`src/rtl/pcirq_pkg.sv`:
```
package pcirq_pkg;

  // Strobes from control to datapath
  typedef struct packed {
    logic snapFromSynced;  // clearing read: snapshot <= current synced pins
    logic snapFromStage;   // reset: snapshot tracks the next synced value
    logic forceRelease;    // reset: hold the line released
  } pcirq_ctl_t;

endpackage

```
`src/rtl/pcirq_sync.sv`:
```
module pcirq_sync #(
  parameter int W      = 8,
  parameter int STAGES = 2
) (
  input  logic         clk,
  input  logic [W-1:0] din,
  output logic [W-1:0] preLast,
  output logic [W-1:0] synced
);

  localparam int LAST = STAGES - 1;

  logic [W-1:0] chain [STAGES];

  always_ff @(posedge clk) chain[0] <= din;

  for (genvar s = 1; s < STAGES; s++) begin : g_stage
    always_ff @(posedge clk) chain[s] <= chain[s-1];
  end

  assign preLast = chain[LAST-1];
  assign synced  = chain[LAST];

endmodule

```
`src/rtl/pcirq_ctrl.sv`:
```
module pcirq_ctrl
  import pcirq_pkg::*;
(
  input  logic       rstN,
  input  logic       busSclRise,
  input  logic       busAckSlot,
  input  logic       busRegIsInput,
  input  logic       busAddrHit,
  output pcirq_ctl_t ctl
);

  logic readAck;

  always_comb begin
    readAck = busSclRise & busAckSlot & busRegIsInput & busAddrHit;
    ctl.snapFromStage  = !rstN;
    ctl.forceRelease   = !rstN;
    ctl.snapFromSynced = rstN & readAck;
  end

endmodule

```
`src/rtl/pcirq_datapath.sv`:
```
module pcirq_datapath
  import pcirq_pkg::*;
#(
  parameter int PORT_W      = 8,
  parameter int SYNC_STAGES = 2
) (
  input  logic              clk,
  input  pcirq_ctl_t        ctl,
  input  logic [PORT_W-1:0] pinAsync,
  input  logic [PORT_W-1:0] dirIsInput,
  output logic [PORT_W-1:0] stagePins,
  output logic [PORT_W-1:0] syncedPins,
  output logic [PORT_W-1:0] snapshot,
  output logic              irqDriveLow
);

  logic [PORT_W-1:0] snapNext;
  logic [PORT_W-1:0] diffNext;

  pcirq_sync #(.W(PORT_W), .STAGES(SYNC_STAGES)) uSync (
    .clk     (clk),
    .din     (pinAsync),
    .preLast (stagePins),
    .synced  (syncedPins)
  );

  always_comb begin
    if (ctl.snapFromStage)       snapNext = stagePins;
    else if (ctl.snapFromSynced) snapNext = syncedPins;
    else                         snapNext = snapshot;
    // stagePins is what syncedPins becomes at this edge
    diffNext = (stagePins ^ snapNext) & dirIsInput;
  end

  always_ff @(posedge clk) begin
    snapshot    <= snapNext;
    irqDriveLow <= ctl.forceRelease ? 1'b0 : (|diffNext);
  end

endmodule

```
`src/rtl/pin_change_irq.sv`:
```
module pin_change_irq
  import pcirq_pkg::*;
#(
  parameter int PORT_W      = 8,
  parameter int SYNC_STAGES = 2
) (
  input  logic              clk,
  input  logic              rstN,
  input  logic [PORT_W-1:0] pinAsync,
  input  logic [PORT_W-1:0] dirIsInput,
  input  logic              busSclRise,
  input  logic              busAckSlot,
  input  logic              busRegIsInput,
  input  logic              busAddrHit,
  output logic              irqDriveLow,
  output logic              irqLevel
);

  pcirq_ctl_t        ctl;
  logic [PORT_W-1:0] stagePins;
  logic [PORT_W-1:0] syncedPins;
  logic [PORT_W-1:0] snapshot;

  pcirq_ctrl uCtrl (
    .rstN          (rstN),
    .busSclRise    (busSclRise),
    .busAckSlot    (busAckSlot),
    .busRegIsInput (busRegIsInput),
    .busAddrHit    (busAddrHit),
    .ctl           (ctl)
  );

  pcirq_datapath #(.PORT_W(PORT_W), .SYNC_STAGES(SYNC_STAGES)) uDp (
    .clk         (clk),
    .ctl         (ctl),
    .pinAsync    (pinAsync),
    .dirIsInput  (dirIsInput),
    .stagePins   (stagePins),
    .syncedPins  (syncedPins),
    .snapshot    (snapshot),
    .irqDriveLow (irqDriveLow)
  );

  // Open-drain: wire reads high unless driven
  assign irqLevel = ~irqDriveLow;

endmodule

```
`config.mk`:
```
export PLATFORM = sky130hd
export DESIGN_NAME = pin_change_irq
export DESIGN_NICKNAME = d
export VERILOG_FILES = /design/src/rtl/pcirq_pkg.sv /design/src/rtl/pcirq_sync.sv /design/src/rtl/pcirq_ctrl.sv /design/src/rtl/pcirq_datapath.sv /design/src/rtl/pin_change_irq.sv
export SDC_FILE = /design/constraint.sdc
export NUM_CORES = 1
export LEC_CHECK = 0
export ABC_AREA = 0
export BUFFER_PORTS_ARGS = -buffer_cell sky130_fd_sc_hd__clkbuf_2
export CAP_MARGIN = 20
export CORE_UTILIZATION = 44
export DETAILED_ROUTE_END_ITERATION = 16
export HOLD_SLACK_MARGIN = 0.02
export PLACE_DENSITY = 0.79
export SLEW_MARGIN = 20
export SYNTH_ARGS = -nofsm -noshare
export SYNTH_HDL_FRONTEND = slang
export SYNTH_HIERARCHICAL = 1
export SYNTH_SLANG_ARGS = --single-unit
```
`constraint.sdc`:
```
create_clock -name clk -period 2.02 [get_ports clk]
set_clock_uncertainty 0.05 [all_clocks]
set_input_delay 0.505 -clock clk [delete_from_list [all_inputs] [get_ports clk]]
set_output_delay 0.505 -clock clk [all_outputs]
set_load 0.01 [all_outputs]
```
==> impl_metrics.env <==
export IMPL_ir_worst_vdd_v=0.000668
export IMPL_yosysSeqAreaShare=0.573
export IMPL_row_count=15
export IMPL_period_share=0.859
export IMPL_drt_initial_drc_count=8
export IMPL_power_density_nw_per_um2=821
export IMPL_grt_remaining_overflow=0
export IMPL_nFillCells=162
export IMPL_muxShareOfSynthArea=0.245
export IMPL_syn2layout_area_growth_pct=21.6
export IMPL_vias_per_cell=4.68
export IMPL_run_status="complete, no violations"
export IMPL_grt_usage=0.148
export IMPL_synthSimpleGateAreaFrac=0.0530
export IMPL_clockBufferDepth=2
export IMPL_fin_nets=118
export IMPL_die_area_um2=2170
export IMPL_ys_seq_elements=25
export IMPL_grt_max_degree=15
export IMPL_yosys_top_cells_count="25 x dfxtp_1, 10 x mux2_2, 5 x mux2_1, 5 x xor2_1, 3 x mux2i_1"
export IMPL_synth_cell_area_um2=873
export IMPL_synth_top_family_by_area="multiplexers"
export IMPL_yosys_cell_count_top_type="dfxtp_1"
export IMPL_wl_per_cell_um=10.9
export IMPL_drc=0
export IMPL_ctsHoldBuffers=0
export IMPL_netlist_instances=66
export IMPL_synth_xor_area_share=0.0501
export IMPL_dp_hpwl_um=993
export IMPL_end_kind="flop"
export IMPL_ys_flop_type="dfxtp_1"
export IMPL_htreeDepth=1
export IMPL_critPathLaunchType="input port"
export IMPL_multi_input_area_um2=343
export IMPL_grt_pass1_wl_um=2140
export IMPL_place_congestion=0.668
export IMPL_fp_dieW_um=46.6
export IMPL_synth_top_area_frac=0.573
export IMPL_coreArea_um2=1800
export IMPL_hold_viol=0
export IMPL_synth_top_cells_by_area="dfxtp_1 57%, mux2_2 13%, mux2_1 6.4%, xor2_1 5.0%, mux2i_1 3.4%"
export IMPL_synth_edf_count=0
export IMPL_p_total_mw=0.872
export IMPL_diodes=0
export IMPL_cp_slowest_cell="mux2_1"
export IMPL_slew_headroom=0.826
export IMPL_synth_area_leader_cell="dfxtp_1"
export IMPL_postSynthAreaPerCell_um2=13.2
export IMPL_r2r_slack_ns=0.59
export IMPL_synth_fa_ha_area_frac=0
export IMPL_finalCriticalPeriod_ns=1.74
export IMPL_final_setup_viol_count=0
export IMPL_dpl_cell_area_um2=1030
export IMPL_first_global_vias=530
export IMPL_routed_wl_um=1310
export IMPL_seqCellArea_um2=500
export IMPL_path_clk_slew_ns=0.13
export IMPL_fmax_mhz=576
export IMPL_cap_violations=0
export IMPL_synth_compound_area_frac=0.0444
export IMPL_cp_required_ns=2.18
export IMPL_clkSinkCount=25
export IMPL_clk_latency_ns=0.32
export IMPL_yosys_warnings=6
export IMPL_port_buffers=23
export IMPL_leakagePower_nw=0.486
export IMPL_root_buffer="clkbuf_4"
export IMPL_antenna_found_initial=0
export IMPL_cp_arrival_ns=1.89
export IMPL_holdWs_ns=0.223
export IMPL_hp_class="in -> reg"
export IMPL_numCtsBuffers=3
export IMPL_dr_total_vias=561
export IMPL_io_pin_count=24
export IMPL_post_cts_buffers=0
export IMPL_die_h_um=46.6
export IMPL_syn_nets=88
export IMPL_synthDistinctLibCells=19
export IMPL_drive_gt1_frac=0.474
export IMPL_drtAntennaViolNets=0
export IMPL_tightest_slew_ns=0.260
export IMPL_ctsResizeCount=0
export IMPL_slew_violations=0
export IMPL_critPathKind="in -> reg"
export IMPL_rsz0062_at_grt="false"
export IMPL_stdcell_area_um2=1060
export IMPL_tritoncts="done"
export IMPL_first_pass_iters=3
export IMPL_initial_utilization=0.485
export IMPL_slowest_delay_ns=0.36
export IMPL_crit_fanout=7
export IMPL_cp_cell_sequence="clkbuf_2 > nand4_1 > nor2_1 > buf_4 > mux2_1 > mux2i_1 > a2111oi_2 > a311oi_1"
export IMPL_synthArstFlopShare=0
[power breakdown]
| group | switching [mW] | internal (mW) |
|---|---|---|
| Clock | 0.144 | 0.0742 |
| Sequential | 0.0130 | 0.529 |
| Combinational | 0.0436 | 0.0678 |
| Total | 0.201 | 0.671 |
[flip-flops by register name, summed over array words and instances (netlist names)]
register,flops
uDp/uSync/chain,16
uDp/irqDriveLow,1
uDp/snapshot,8
[stage by stage]
| stage | setup slack [ns] | std cells | utilization | setup TNS (ns) |
|---|---|---|---|---|
| 2_1_floorplan | 0.0966 | 66 | - | 0 |
| 3_3_place_gp | -0.0282 | 116 | 0.574 | -0.0282 |
| 3_5_place_dp | -0.0813 | 116 | 0.574 | -0.0813 |
| 4_1_cts | 0.279 | 120 | 0.590 | 0 |
| 5_1_grt | 0.197 | 120 | 0.590 | 0 |
| 6_report | 0.284 | 120 | 0.590 | 0 |
[area by class of cell]
class,instances,area share
Multi-Input combinational cell,36,0.323
Timing Repair Buffer,28,0.144
Tap cell,25,0.0294
Clock inverter,1,0.00471
Clock buffer,3,0.0212
Inverter,2,0.00707
Sequential cell,25,0.471
[final timing paths]
path	start	endpoint	cells past startpoint
max reg2reg	uDp/uSync/chain[0][7]$_DFF_P_	uDp/irqDriveLow$_SDFF_PP0_	4
min	pinAsync[1]	uDp/uSync/chain[0][1]$_DFF_P_	1
max	busSclRise	uDp/irqDriveLow$_SDFF_PP0_	8
min reg2reg	uDp/uSync/chain[0][6]$_DFF_P_	uDp/uSync/chain[0][14]$_DFF_P_	0
[cells in the final DEF (no fill, tap or decap), drive strengths merged, types with 2 or more instances in the layout]
cell type,Yosys,routed
clkbuf,1,26
dfxtp,25,25
buf,2,5
xor2,5,5
nand2b,2,2
mux2i,3,3
nand2,2,2
a22oi,2,2
mux2,16,16
inv,2,2
[kinds of logic (layout without fill, tap and decap cells)]
family                 count (synthesis)  in the layout
multiplexers                          19             19
AND/OR/NAND/NOR                        8              8
XOR/XNOR                               5              5
flip-flops                            25             25
buffers and inverters                  5             34
AO/OA/AOI/OAI                          4              4
[layer usage]
metal  vias to the layer above  wire length [µm]  track usage  share of wire
met5                         -                 0            0              0
met4                         0                23       0.0706          0.018
met3                         4                55       0.0588          0.042
met2                        10               672        0.253           0.51
met1                       261               556        0.157           0.43
li1                        286                 -            -              -
[worst max-delay path: cells and delay by family]
kind | cells | cell delay [ns]
and+or+nand+nor | 2 | 0.18
muxes | 2 | 0.50
AOI/OAI and AO/OA | 2 | 0.46
buffers and inverters | 2 | 0.24
Note: power is estimated with default switching activity, not from simulation.
